<file path="src/rtl/mesi_pkg.sv">
package mesi_pkg;
  typedef enum logic [1:0] {
    ST_I = 2'b00,
    ST_S = 2'b01,
    ST_E = 2'b10,
    ST_M = 2'b11
  } line_st_e;

  typedef enum logic [1:0] {
    OP_NONE = 2'b00,
    OP_RD   = 2'b01,
    OP_RDX  = 2'b10,
    OP_INV  = 2'b11
  } bus_op_e;
endpackage

</file>
<file path="src/rtl/mesi_snoop_unit.sv">
module mesi_snoop_unit
  import mesi_pkg::*;
#(
  parameter int LINES = 4,
  parameter int IDX_W = 2,
  parameter int TAG_W = 6
) (
  input  logic                 snp_valid_i,
  input  logic [1:0]           snp_op_i,
  input  logic [IDX_W-1:0]     snp_idx_i,
  input  logic [TAG_W-1:0]     snp_tag_i,
  input  line_st_e             st_i  [LINES],
  input  logic [TAG_W-1:0]     tag_i [LINES],
  output line_st_e             st_o  [LINES],
  output logic                 hit_o,
  output logic                 flush_o
);
  logic [LINES-1:0] match_w;
  logic [LINES-1:0] flush_w;
  logic             snp_act;

  assign snp_act = snp_valid_i && (snp_op_i != OP_NONE);

  for (genvar i = 0; i < LINES; i++) begin : g_line
    assign match_w[i] = snp_act && (snp_idx_i == IDX_W'(i)) &&
                        (tag_i[i] == snp_tag_i) && (st_i[i] != ST_I);
    assign flush_w[i] = match_w[i] && (st_i[i] == ST_M);
    // read downgrades to shared; ownership requests and invalidates kill the copy
    assign st_o[i]    = !match_w[i] ? st_i[i] :
                        (snp_op_i == OP_RD) ? ST_S : ST_I;
  end

  assign hit_o   = |match_w;
  assign flush_o = |flush_w;
endmodule

</file>
<file path="src/rtl/mesi_local_unit.sv">
module mesi_local_unit
  import mesi_pkg::*;
#(
  parameter int TAG_W = 6
) (
  input  logic             req_valid_i,
  input  logic             req_write_i,
  input  logic [TAG_W-1:0] req_tag_i,
  input  line_st_e         cur_st_i,
  input  logic [TAG_W-1:0] cur_tag_i,
  input  logic             bus_shared_i,
  output logic             upd_o,
  output line_st_e         nxt_st_o,
  output logic             hit_o,
  output bus_op_e          bus_op_o,
  output logic             evict_o
);
  always_comb begin
    upd_o    = 1'b0;
    nxt_st_o = cur_st_i;
    hit_o    = 1'b0;
    bus_op_o = OP_NONE;
    evict_o  = 1'b0;
    if (req_valid_i) begin
      hit_o = (cur_st_i != ST_I) && (cur_tag_i == req_tag_i);
      if (hit_o) begin
        if (req_write_i) begin
          upd_o    = 1'b1;
          nxt_st_o = ST_M;
          if (cur_st_i == ST_S) bus_op_o = OP_INV;
        end
      end else begin
        upd_o    = 1'b1;
        evict_o  = (cur_st_i == ST_M);
        bus_op_o = req_write_i ? OP_RDX : OP_RD;
        nxt_st_o = req_write_i ? ST_M : (bus_shared_i ? ST_S : ST_E);
      end
    end
  end
endmodule

</file>
<file path="src/rtl/mesi_state_array.sv">
module mesi_state_array
  import mesi_pkg::*;
#(
  parameter int LINES = 4,
  parameter int IDX_W = 2,
  parameter int TAG_W = 6
) (
  input  logic             clk_i,
  input  logic             rst_ni,
  input  line_st_e         snp_st_i [LINES],
  input  logic             upd_i,
  input  logic [IDX_W-1:0] upd_idx_i,
  input  line_st_e         upd_st_i,
  input  logic [TAG_W-1:0] upd_tag_i,
  output line_st_e         st_q_o  [LINES],
  output logic [TAG_W-1:0] tag_q_o [LINES]
);
  for (genvar i = 0; i < LINES; i++) begin : g_line
    logic sel;
    assign sel = upd_i && (upd_idx_i == IDX_W'(i));

    always_ff @(posedge clk_i or negedge rst_ni) begin
      if (!rst_ni) begin
        st_q_o[i]  <= ST_I;
        tag_q_o[i] <= '0;
      end else if (sel) begin
        st_q_o[i]  <= upd_st_i;
        tag_q_o[i] <= upd_tag_i;
      end else begin
        st_q_o[i]  <= snp_st_i[i];
      end
    end

    AST_FILL_NEEDS_REQ: assert property (@(posedge clk_i) disable iff (!rst_ni)
      (st_q_o[i] != ST_I && $past(st_q_o[i]) == ST_I) |->
        $past(upd_i && upd_idx_i == IDX_W'(i)));
  end
endmodule

</file>
<file path="src/rtl/mesi_line_ctrl.sv">
module mesi_line_ctrl
  import mesi_pkg::*;
#(
  parameter int LINES  = 4,
  parameter int ADDR_W = 8
) (
  input  logic              clk_i,
  input  logic              rst_ni,
  input  logic              req_valid_i,
  input  logic              req_write_i,
  input  logic [ADDR_W-1:0] req_addr_i,
  input  logic              snp_valid_i,
  input  logic [1:0]        snp_op_i,
  input  logic [ADDR_W-1:0] snp_addr_i,
  input  logic              bus_shared_i,
  output logic              hit_o,
  output logic              bus_req_o,
  output logic [1:0]        bus_op_o,
  output logic [ADDR_W-1:0] bus_addr_o,
  output logic              wb_o,
  output logic [ADDR_W-1:0] wb_addr_o,
  output logic              snp_hit_o,
  output logic              flush_o
);
  localparam int IDX_W = (LINES > 1) ? $clog2(LINES) : 1;
  localparam int TAG_W = ADDR_W - IDX_W;

  line_st_e         st_q   [LINES];
  line_st_e         st_mid [LINES];
  logic [TAG_W-1:0] tag_q  [LINES];

  logic [IDX_W-1:0] req_idx, snp_idx;
  logic [TAG_W-1:0] req_tag, snp_tag;
  logic             snp_hit_w, flush_w;
  logic             upd_w, hit_w, evict_w;
  line_st_e         nxt_st_w;
  bus_op_e          bus_op_w;

  assign req_idx = req_addr_i[IDX_W-1:0];
  assign req_tag = req_addr_i[ADDR_W-1:IDX_W];
  assign snp_idx = snp_addr_i[IDX_W-1:0];
  assign snp_tag = snp_addr_i[ADDR_W-1:IDX_W];

  mesi_snoop_unit #(.LINES(LINES), .IDX_W(IDX_W), .TAG_W(TAG_W)) u_snoop (
    .snp_valid_i (snp_valid_i),
    .snp_op_i    (snp_op_i),
    .snp_idx_i   (snp_idx),
    .snp_tag_i   (snp_tag),
    .st_i        (st_q),
    .tag_i       (tag_q),
    .st_o        (st_mid),
    .hit_o       (snp_hit_w),
    .flush_o     (flush_w)
  );

  // local request sees the post-snoop state of its line
  mesi_local_unit #(.TAG_W(TAG_W)) u_local (
    .req_valid_i  (req_valid_i),
    .req_write_i  (req_write_i),
    .req_tag_i    (req_tag),
    .cur_st_i     (st_mid[req_idx]),
    .cur_tag_i    (tag_q[req_idx]),
    .bus_shared_i (bus_shared_i),
    .upd_o        (upd_w),
    .nxt_st_o     (nxt_st_w),
    .hit_o        (hit_w),
    .bus_op_o     (bus_op_w),
    .evict_o      (evict_w)
  );

  mesi_state_array #(.LINES(LINES), .IDX_W(IDX_W), .TAG_W(TAG_W)) u_array (
    .clk_i     (clk_i),
    .rst_ni    (rst_ni),
    .snp_st_i  (st_mid),
    .upd_i     (upd_w),
    .upd_idx_i (req_idx),
    .upd_st_i  (nxt_st_w),
    .upd_tag_i (req_tag),
    .st_q_o    (st_q),
    .tag_q_o   (tag_q)
  );

  always_ff @(posedge clk_i or negedge rst_ni) begin
    if (!rst_ni) begin
      hit_o      <= 1'b0;
      bus_op_o   <= OP_NONE;
      bus_addr_o <= '0;
      wb_o       <= 1'b0;
      wb_addr_o  <= '0;
      snp_hit_o  <= 1'b0;
      flush_o    <= 1'b0;
    end else begin
      hit_o      <= hit_w;
      bus_op_o   <= bus_op_w;
      bus_addr_o <= req_addr_i;
      wb_o       <= evict_w;
      wb_addr_o  <= {tag_q[req_idx], req_idx};
      snp_hit_o  <= snp_hit_w;
      flush_o    <= flush_w;
    end
  end

  assign bus_req_o = (bus_op_o != OP_NONE);

  AST_FLUSH_NEEDS_SNOOP: assert property (@(posedge clk_i) disable iff (!rst_ni)
    flush_o |-> ($past(snp_valid_i) && $past(snp_op_i) != OP_NONE));
  AST_WB_WITH_MISS: assert property (@(posedge clk_i) disable iff (!rst_ni)
    wb_o |-> (bus_req_o && bus_op_o != OP_INV && !hit_o));
  AST_INV_FROM_WRITE: assert property (@(posedge clk_i) disable iff (!rst_ni)
    (bus_req_o && bus_op_o == OP_INV) |-> $past(req_valid_i && req_write_i));
  AST_READ_HIT_QUIET: assert property (@(posedge clk_i) disable iff (!rst_ni)
    (hit_o && !$past(req_write_i)) |-> !bus_req_o);
  AST_RFO_FROM_WRITE: assert property (@(posedge clk_i) disable iff (!rst_ni)
    (bus_req_o && bus_op_o == OP_RDX) |-> ($past(req_write_i) && !hit_o));
endmodule

</file>
<file path="config.mk">
export PLATFORM = sky130hd
export DESIGN_NAME = mesi_line_ctrl
export DESIGN_NICKNAME = d
export VERILOG_FILES = /design/src/rtl/mesi_pkg.sv /design/src/rtl/mesi_snoop_unit.sv /design/src/rtl/mesi_local_unit.sv /design/src/rtl/mesi_state_array.sv /design/src/rtl/mesi_line_ctrl.sv
export SDC_FILE = /design/constraint.sdc
export NUM_CORES = 1
export LEC_CHECK = 0
export ABC_AREA = 0
export BUFFER_PORTS_ARGS = -buffer_cell sky130_fd_sc_hd__buf_4
export CAP_MARGIN = 10
export CORE_MARGIN = 1.5
export CORE_UTILIZATION = 53
export CTS_BUF_LIST = sky130_fd_sc_hd__clkbuf_2 sky130_fd_sc_hd__clkbuf_4 sky130_fd_sc_hd__clkbuf_8
export DETAILED_ROUTE_END_ITERATION = 6
export PLACE_DENSITY_LB_ADDON = 0.05
export SYNTH_ARGS = -nofsm -noshare
export SYNTH_HDL_FRONTEND = slang
export SYNTH_SLANG_ARGS = --single-unit
</file>
<file path="constraint.sdc">
create_clock -name clk_i -period 2.9 [get_ports clk_i]
set_input_delay 0.435 -clock clk_i [delete_from_list [all_inputs] [get_ports clk_i]]
set_output_delay 0.435 -clock clk_i [all_outputs]
set_load 0.02 [all_outputs]
</file>
======== After elaboration in Yosys (flattened, before gate mapping) ========
Index checks and enable logic that the tools add are counted.
storage, ports and cells
  register bits ........................... 54
  input port bits ......................... 24
  output and inout port bits .............. 23
cells by class
  muxes and demuxes ....................... 31
  equality and inequality tests ........... 18
  bitwise operators ....................... 1
  $lt $le $gt $ge ......................... 1
  reduce and logical (&&, ||, !) cells .... 33
operators with widths
  operator              number
  $mux W2               20
  $eq A6 B6 Y1          5
  $logic_and A1 B1 Y1   22
  $eq A2 B2 Y1 const B  9
  $reduce_bool A2 Y1    7
  $bmux W6 S2           1
  $mux W6               2
  $eq A2 B1 Y1 const B  4
  $reduce_or A4 Y1      2
  $mux W1               7
  $bmux W2 S2           1
  $logic_not A2 Y1      2
  $ge A3 B3 Y1 const B  1
  $not A2 Y3            1

======== Longest topological paths before layout ========
Gate-level depths: netlist of run 1.
  depth in word-level cells ............... 15
  mapped depth ............................ 10

======== Hierarchy ========
From an unflattened synthesis of run 1, not the netlist that was laid out.
second synthesis, totals
  cells, all modules ...................... 190
  area total of the unflattened synthesis .. 2601.2 µm²
modules (own cells, without submodules)
  module            cells each  sequential area each (µm²)  times used  area each (µm²)
  mesi_state_array  68          800.8                       1           1212.4
  mesi_line_ctrl    33          500.5                       1           718.2
  mesi_snoop_unit   59          0.0                         1           444.2
  mesi_local_unit   30          0.0                         1           226.5

======== Worst setup path before layout of run 1 ========
Ideal clock, no wire load.
  kind .................................... in2reg
  start point ............................. input snp_addr_i[4]
  end point ............................... register u_array.tag_q_o[10] (netlist name)
  stages on the path ...................... 9
  setup time .............................. 125 ps
  arrival time ............................ 2685 ps
  slack ................................... 90 ps
  path buffers ............................ 2
  required time ........................... 2775 ps
  cells stage by stage .................... xor2_1 -> nand4bb_1 -> or4_1 -> buf_6 -> mux2i_1 -> or4_4 -> buf_6 -> o21ai_4 -> mux2_4
between the ends
  cells in the longest elaborated chain, start to end .. 12
  elaborated cells on any way between the ends .. 24
  those cells by class .................... eq/ne (4); mux (9); reduce/logical (11)
ends and longest elaborated chain
  element                                       RTL line                source
  start, declared                               mesi_line_ctrl.sv:14    input logic [ADDR_W-1:0] snp_addr_i,
  $eq A6 B6 Y1                                  mesi_snoop_unit.sv:26   (tag_i[i] == snp_tag_i) && (st_i[i] != ST_I);
  $logic_and A1 B1 Y1                           mesi_snoop_unit.sv:25   assign match_w[i] = snp_act && (snp_idx_i == IDX_W'(i)) &&
  $logic_and A1 B1 Y1                           mesi_snoop_unit.sv:26
  $mux W2                                       mesi_snoop_unit.sv:29   assign st_o[i] = !match_w[i] ? st_i[i] :
  $bmux W2 S2 *                                 mesi_line_ctrl.sv:61    .cur_st_i (st_mid[req_idx]),
  $mux W2 (implied by the code) * (2 in a row)  mesi_line_ctrl.sv:61
  $reduce_bool A2 Y1 *                          mesi_local_unit.sv:25   hit_o = (cur_st_i != ST_I) && (cur_tag_i == req_tag_i);
  $logic_and A1 B1 Y1 *                         mesi_local_unit.sv:25
  $mux W1 *                                     mesi_local_unit.sv:26   if (hit_o) begin
  $mux W1 *                                     mesi_local_unit.sv:24   if (req_valid_i) begin
  $logic_and A1 B1 Y1 *                         mesi_state_array.sv:20  assign sel = upd_i && (upd_idx_i == IDX_W'(i));
  end signal, assigned by index                 mesi_state_array.sv:28  tag_q_o[i] <= upd_tag_i;
  end, declared                                 mesi_state_array.sv:16  output logic [TAG_W-1:0] tag_q_o [LINES]
Mark *: on every way between the ends. The rest lies on a longest branch, timed or not. The select of a mux whose other input is x is not followed.
A chain may end at the register's enable or synchronous reset.

======== Worst setup path in the final report of run 1 ========
  start point ............................. register u_array.tag_q_o[2] (netlist name)
  end point ............................... register u_array.tag_q_o[12] (netlist name)
between the ends
  cells in the longest elaborated chain, start to end .. 12
  elaborated cells on any way between the ends .. 16
  those cells by class .................... eq/ne (2); mux (9); reduce/logical (5)
ends and longest elaborated chain
  element                                     RTL line
  $eq A6 B6 Y1                                mesi_snoop_unit.sv:26
  $logic_and A1 B1 Y1                         mesi_snoop_unit.sv:25
  $logic_and A1 B1 Y1                         mesi_snoop_unit.sv:26
  $mux W2                                     mesi_snoop_unit.sv:29
  $bmux W2 S2                                 mesi_line_ctrl.sv:61
  $mux W2 (implied by the code) (2 in a row)  mesi_line_ctrl.sv:61
  $reduce_bool A2 Y1                          mesi_local_unit.sv:25
  $logic_and A1 B1 Y1 *                       mesi_local_unit.sv:25
  $mux W1 *                                   mesi_local_unit.sv:26
  $mux W1 *                                   mesi_local_unit.sv:24
  $logic_and A1 B1 Y1 *                       mesi_state_array.sv:20
Marks and branches as above.

==> reports/summary.txt, run 1 <==
Critical Path Sink Type: register
Buffer levels on the longest clock path: 2
Total number of vias: 2197
Reg2Reg Setup Slack: 0.16 ns
CTS sink cnt: 52
Most area-consuming cells after synthesis: sky130_fd_sc_hd__dfrtp_1, sky130_fd_sc_hd__mux2_4, sky130_fd_sc_hd__xor2_1, sky130_fd_sc_hd__mux2i_1, sky130_fd_sc_hd__mux4_2
Die Outline Area: 6070 µm²
Wire length of the first global-routing pass: 11.2 mm
Average instance area after synthesis: 12.3 µm²
Arrival time of the worst setup path: 2.94 ns
Global route overflow: 0
Number of core rows: 27
Largest family of logic cells by synthesized area: multiplexers
Most used DFF post-synth: sky130_fd_sc_hd__dfrtp_1
CTS tree: done
Utilization of the core after routing: 0.687
Post-detailed-route wirelength per cell: 18.0 µm
Number of global-route vias before repair: 2184
Cts-stage hold buffer count: 0
Post-synthesis register bit count: 52
Htree depth: 2
Vertical die dimension: 77.9 µm
Post-Synthesis Net Count: 266
Async set-reset flop share out of synthesis: 1.00
Run status: completed
Largest voltage drop on the vdd net: 0.389 mV
Critical Path End: u_array.tag_q_o[12]
Antenna diode instance count: 0
Count of input and output buffers: 46
Global-route usage over all layers: 0.244
Count of different cell masters after synthesis: 45
Count of pins over their slew limit: 0
Placed Instance Area: 3590 µm²
Post-synthesis cell type with the largest combined area: sky130_fd_sc_hd__dfrtp_1
Pin count of the biggest net entering global routing: 53
Core Box Area: 5470 µm²
Detailed-placement wirelength estimate: 5.17 mm
Final setup skew: 0.00949 ns
LEAKAGE: 1.76 nW
Cts bufs inserted: 5
Via count normalized by instance count: 5.68
Max-Cap Viols: 0
Initial core utilization: 0.543
R2r endpoint: u_array.tag_q_o[12]
Top cells by count, synth: sky130_fd_sc_hd__dfrtp_1, sky130_fd_sc_hd__mux2_4, sky130_fd_sc_hd__xor2_1
Number of remaining DRC errors: 0
Pre-antenna DRT Iters: 4
Synth-to-Final Area Change: 26.4%
Final count of hold timing violations: 0
Routed wire length: 6.98 mm
Net count, final: 338
Antenna Violating Nets Remaining: 0
Reg-to-Reg Start: u_array.tag_q_o[2]
Later-pin clock latency in the skew report: 0.30 ns
Unrepaired setup endpoints after global routing: no
Post-synthesis xor/xnor area fraction: 0.0795
CP required: 3.09 ns
Share of final-layout standard cells stronger than drive strength 1: 0.410
Crit start category: register
Clock transition at the registers of the reported paths: 0.10 ns
Adder and majority gate portion of the synthesized area: 0
Yosys warning count: 0
Post-synth top area share: 0.438
Worst Reg-to-Reg Cells: 8
Power Dens Cells: 647 nW/µm²
Number of antenna violations at the first check in global routing: 0
Fin crit share: 0.947
Detailed Route Iter0 Violations: 161
Mapped Cells: 242
Post-synth design cell area: 2970 µm²
Width of the die: 77.9 µm
Hold_ws: 0.144 ns
Achievable clock frequency: 364 MHz
Hold Path Class: primary input to asynchronous set/reset pin
Slew at the pin closest to its max-slew limit: 0.636 ns
Worst Setup Path Type: register to register
Final cell area excluding filler cells: 3760 µm²
Startpoint of the worst setup timing path: u_array.tag_q_o[2]
Share of the yosys chip area belonging to registers: 0.438
Min Tclk post-route: 2.74 ns
Count leader, synth: sky130_fd_sc_hd__dfrtp_1
Compound-Gate Fraction of Synth Area: 0.0837
Worst relative slew slack: 0.576
Root buffer cell: sky130_fd_sc_hd__clkbuf_8
Routability congestion estimate from global placement: 0.932
Post-synthesis simple-gate area fraction: 0.146
Multiplexer area fraction after synthesis: 0.220
CP max FO: 6
Post-synth EDFFs: 0
Final Setup Violations: 0
I/O pins: 47
-- stage by stage --
stage	setup WS, ns	power (mW)	std cells	setup TNS (ns)
after global routing	0.0476	2.56	387	0
after detailed placement	-0.0673	1.84	378	-0.769
after floorplan	0.0903	1.54	242	0
after global placement	-0.0367	1.82	378	-0.246
after CTS	0.0401	2.43	386	0
final	0.155	2.43	387	0
-- cell type report --
cell class	instances	area, µm²
Clock inverter	3	68.8
Sequential cell	52	1300
Timing Repair Buffer	76	621
Multi-Input combinational cell	172	1580
Fill cell	429	1710
Tap cell	72	90.1
Clock buffer	5	68.8
Inverter	7	26.3
-- routing by layer --
layer | track usage | wire length [µm] | share of wire | vias to the layer above
met5 | 0 | 0 | 0 | -
met4 | 0.0554 | 61 | 0.0087 | 0
met3 | 0.0400 | 348 | 0.050 | 7
met2 | 0.377 | 3210 | 0.46 | 65
met1 | 0.361 | 3360 | 0.48 | 1111
li1 | - | - | - | 1014
-- worst max-delay path, cell delays in order, from the launching register on --
cell and delay [ns]:
sky130_fd_sc_hd__dfrtp_1 0.43, sky130_fd_sc_hd__xor2_1 0.19, sky130_fd_sc_hd__nand4bb_1 0.19, sky130_fd_sc_hd__or4_1 0.46, sky130_fd_sc_hd__mux2i_1 0.15, sky130_fd_sc_hd__or4_4 0.51, sky130_fd_sc_hd__o21ai_4 0.23, sky130_fd_sc_hd__buf_12 0.16
sky130_fd_sc_hd__mux2_4 0.30
-- power breakdown --
group	switching [mW]	leakage, nW	internal [mW]
clock	0.245	0.0687	0.347
sequential	0.146	0.607	0.879
combinational	0.389	1.09	0.427
total	0.780	1.76	1.65
-- cell families (layout without fill, tap and decap cells) --
family | Yosys count | in the layout
simple gates | 74 | 74
mux | 46 | 46
flops | 52 | 52
xor+xnor | 27 | 27
buf+inv | 18 | 91
compound gates | 25 | 25
-- worst min path at each step --
stage	end	slack [ns]	cells after the start	start
after floorplan	bus_addr_o[2]	0.14	0	rst_ni
after global placement	bus_addr_o[4]	0.50	1	rst_ni
after detailed placement	u_array.tag_q_o[2]	0.51	1	rst_ni
after CTS	u_array.tag_q_o[2]	0.17	1	rst_ni
after global routing	bus_addr_o[4]	0.18	1	rst_ni
final	bus_addr_o[4]	0.14	1	rst_ni
-- flip-flops by register name, indices dropped and copies added (netlist names) --
signal           count
u_array.st_q_o       8
bus_addr_o           6
flush_o              1
snp_hit_o            1
u_array.tag_q_o     24
bus_op_o             2
wb_o                 1
hit_o                1
wb_addr_o            8
-- timing repair --
action | 4_1_cts | 5_1_grt
gates resized for setup | 0 | 1
buffers inserted | 0 | 1
endpoints found under the setup margin | 0 | 32
-- placed cells by master, fill, tap and decap left out, types with 2 or more instances in the layout --
| cell type | netlist | final |
|---|---|---|
| sky130_fd_sc_hd__nor3_1 | 4 | 4 |
| sky130_fd_sc_hd__mux2i_1 | 16 | 16 |
| sky130_fd_sc_hd__buf_12 | 0 | 4 |
| sky130_fd_sc_hd__o211a_1 | 2 | 2 |
| sky130_fd_sc_hd__xnor2_1 | 3 | 3 |
| sky130_fd_sc_hd__mux2_4 | 24 | 24 |
| sky130_fd_sc_hd__o211ai_2 | 3 | 3 |
| sky130_fd_sc_hd__and3_1 | 2 | 2 |
| sky130_fd_sc_hd__o21ai_4 | 4 | 4 |
| sky130_fd_sc_hd__a311oi_1 | 3 | 3 |
| sky130_fd_sc_hd__mux4_2 | 6 | 6 |
| sky130_fd_sc_hd__nor4_1 | 5 | 5 |
| sky130_fd_sc_hd__inv_1 | 7 | 7 |
| sky130_fd_sc_hd__o21ai_0 | 5 | 5 |
| sky130_fd_sc_hd__nor2b_1 | 5 | 5 |
| sky130_fd_sc_hd__nand2b_1 | 5 | 5 |
| sky130_fd_sc_hd__xor2_1 | 24 | 24 |
| sky130_fd_sc_hd__dfrtp_1 | 52 | 52 |
| sky130_fd_sc_hd__nor2_1 | 8 | 8 |
| sky130_fd_sc_hd__buf_4 | 3 | 72 |
| sky130_fd_sc_hd__nand3_1 | 7 | 7 |
| sky130_fd_sc_hd__nand2_1 | 21 | 21 |
| sky130_fd_sc_hd__nand4_1 | 4 | 4 |
| sky130_fd_sc_hd__bufinv_16 | 0 | 2 |
| sky130_fd_sc_hd__clkbuf_8 | 0 | 5 |
| sky130_fd_sc_hd__nor3b_1 | 2 | 2 |
Note: power is estimated with default switching activity, not from simulation.
==> run 2, diff against run 1 <==
PLACE_DENSITY = 0.77   (was unset)
PLACE_DENSITY_LB_ADDON = unset   (was 0.05)
==> run 2 against run 1 <==
Effect of this change: hold slack got worse by 0.012 ns; register-to-register slack about the same; non-clock buffer count decreased by 4; flip-flop and latch count unchanged; maximum frequency decreased by 0.40%; sequential power about the same; highest routed layer unchanged; wire length increased by 0.83%; setup slack got worse by 0.011 ns; die area unchanged; critical endpoint is now u_array.tag_q_o[21]; via count increased by 0.18%; combinational power decreased by 2%; global-route usage increased by 0.66 points.
==> reports/summary.txt, run 2 (synthesis gave the netlist of run 1 again) <==
Core Box Area: 5470 µm²
Final count of hold timing violations: 0
Delay of the slowest critical-path stage: 0.51 ns
Count of buffer and inverter cells on the critical path: 1
Initial core utilization: 0.543
Slew at the pin closest to its max-slew limit: 0.649 ns
Arrival time of the worst setup path: 2.97 ns
Hold_ws: 0.132 ns
Buffer levels on the longest clock path: 2
Largest voltage drop on the vdd net: 0.315 mV
Detailed-placement wirelength estimate: 5.10 mm
CP required: 3.11 ns
Root buffer cell: sky130_fd_sc_hd__clkbuf_8
CTS tree: done
Max-Cap Viols: 0
Total number of vias: 2201
Most common cell after layout, fill and taps aside: sky130_fd_sc_hd__buf_4
Power consumption: 2.28 mW
Antenna diode instance count: 0
Net count, final: 334
Fin crit share: 0.950
Crit start category: register
Most used routing layer in global routing: met2
Global-route usage over all layers: 0.251
Via count normalized by instance count: 5.75
LEAKAGE: 1.72 nW
Clock transition at the registers of the reported paths: 0.11 ns
Vertical die dimension: 77.9 µm
Fraction of met3 tracks used by global routing: 0.0518
Cell count after placement: 373
Critical Path Sink Type: register
Width of the die: 77.9 µm
Global routing met1 resource utilization: 0.319
Number of remaining DRC errors: 0
Routed wire length: 7.04 mm
Hold Path Class: primary input to asynchronous set/reset pin
Pre-antenna DRT Iters: 4
Slowest cell on crit path: sky130_fd_sc_hd__or4_4
Unrepaired setup endpoints after global routing: no
Share of final-layout standard cells stronger than drive strength 1: 0.399
Global route overflow: 0
Worst Setup Path Type: register to register
Count of input and output buffers: 46
Dominant delay contributor by cell family on the critical path: simple AND/OR/NAND/NOR gates
Commonest cells after routing, fill and taps aside: sky130_fd_sc_hd__buf_4, sky130_fd_sc_hd__dfrtp_1, sky130_fd_sc_hd__xor2_1, sky130_fd_sc_hd__mux2_4, sky130_fd_sc_hd__nand2_1
Min Tclk post-route: 2.76 ns
Count of pins over their slew limit: 0
Achievable clock frequency: 363 MHz
Pin count of the biggest net entering global routing: 53
Final cell count without fillers: 383
Die Outline Area: 6070 µm²
Top flop regs: u_array.tag_q_o: 24 flops, u_array.st_q_o: 8 flops, wb_addr_o: 8 flops
I/O pins: 47
Htree depth: 2
Number of global-route vias before repair: 2277
Number of antenna violations at the first check in global routing: 0
Detailed Route Iter0 Violations: 148
Worst relative slew slack: 0.567
CP max FO: 5
Later-pin clock latency in the skew report: 0.33 ns
Chain of cells forming the critical path: xor2_1, nand4bb_1, or4_1, mux2i_1, or4_4, o21ai_4, buf_12, mux2_4
M2 GR Usage: 0.402
Register with the most flip-flops: u_array.tag_q_o
Post-detailed-route wirelength per cell: 18.4 µm
Cts bufs inserted: 5
Synth-to-Final Area Change: 23.8%
Power Dens Cells: 618 nW/µm²
Routability congestion estimate from global placement: 0.967
Final setup skew: 0.0120 ns
CTS sink cnt: 52
Number of core rows: 27
Flip-flop count of the largest register, all copies and words added: 24
Utilization of the core after routing: 0.673
Wire length of the first global-routing pass: 11.5 mm
Antenna Violating Nets Remaining: 0
Run status: completed
Final Setup Violations: 0
## run 2: what timing repair did
item,4_1_cts,5_1_grt
gates resized for setup,0,1
buffers inserted,2,0
pin swaps,1,1
setup endpoints to repair,1,29
hold buffers,0,0
## run 2: where the power goes
part	leakage (nW)	switching (mW)	internal (mW)
logic	1.07	0.383	0.420
clock network	0.0463	0.269	0.178
registers	0.607	0.147	0.879
## run 2: layout make-up
class | count | area [µm²]
fill | 421 | 1790
tap | 72 | 90.1
sequential | 52 | 1300
inverter | 7 | 26.3
multi-input combinational | 172 | 1580
clock buffer | 5 | 68.8
timing repair buffer | 72 | 591
clock inverter | 3 | 27.5
## run 2: final timing paths
check	slack, ns	from	depth (start not counted)	to
setup / recovery	0.14	u_array.tag_q_o[2]	8	u_array.tag_q_o[21]
hold / removal	0.13	rst_ni	1	u_array.st_q_o[3]
setup reg to reg	0.14	u_array.tag_q_o[2]	8	u_array.tag_q_o[21]
hold reg to reg	0.57	u_array.tag_q_o[6]	1	u_array.tag_q_o[6]
max in group asynchronous	2.34	rst_ni	1	u_array.st_q_o[5]
min in group clk_i	0.26	req_addr_i[3]	1	bus_addr_o[3]
## run 2: per-layer routing
metal / wire, µm / part of all wire / vias up
met4: 229 / 0.033 / 0
met3: 384 / 0.055 / 20
met5: 0 / 0 / -
met2: 3420 / 0.49 / 88
li1: - / - / 1002
met1: 3000 / 0.43 / 1091
## run 2: through the flow
| stage | instance area (µm²) | TNS [ns] | worst slack [ns] |
|---|---|---|---|
| after floorplan | 2970 | 0 | 0.0903 |
| after CTS | 3680 | 0 | 0.0658 |
| after global placement | 3560 | -0.0926 | -0.0158 |
| after global routing | 3680 | 0 | 0.0450 |
| after detailed placement | 3560 | -1.11 | -0.135 |
| final | 3680 | 0 | 0.144 |
## run 2: worst reg2reg max path, cell delays in order, from the launching register on
cell	delay, ns
sky130_fd_sc_hd__dfrtp_1	0.44
sky130_fd_sc_hd__xor2_1	0.20
sky130_fd_sc_hd__nand4bb_1	0.20
sky130_fd_sc_hd__or4_1	0.46
sky130_fd_sc_hd__mux2i_1	0.15
sky130_fd_sc_hd__or4_4	0.51
sky130_fd_sc_hd__o21ai_4	0.23
sky130_fd_sc_hd__buf_12	0.16
sky130_fd_sc_hd__mux2_4	0.29
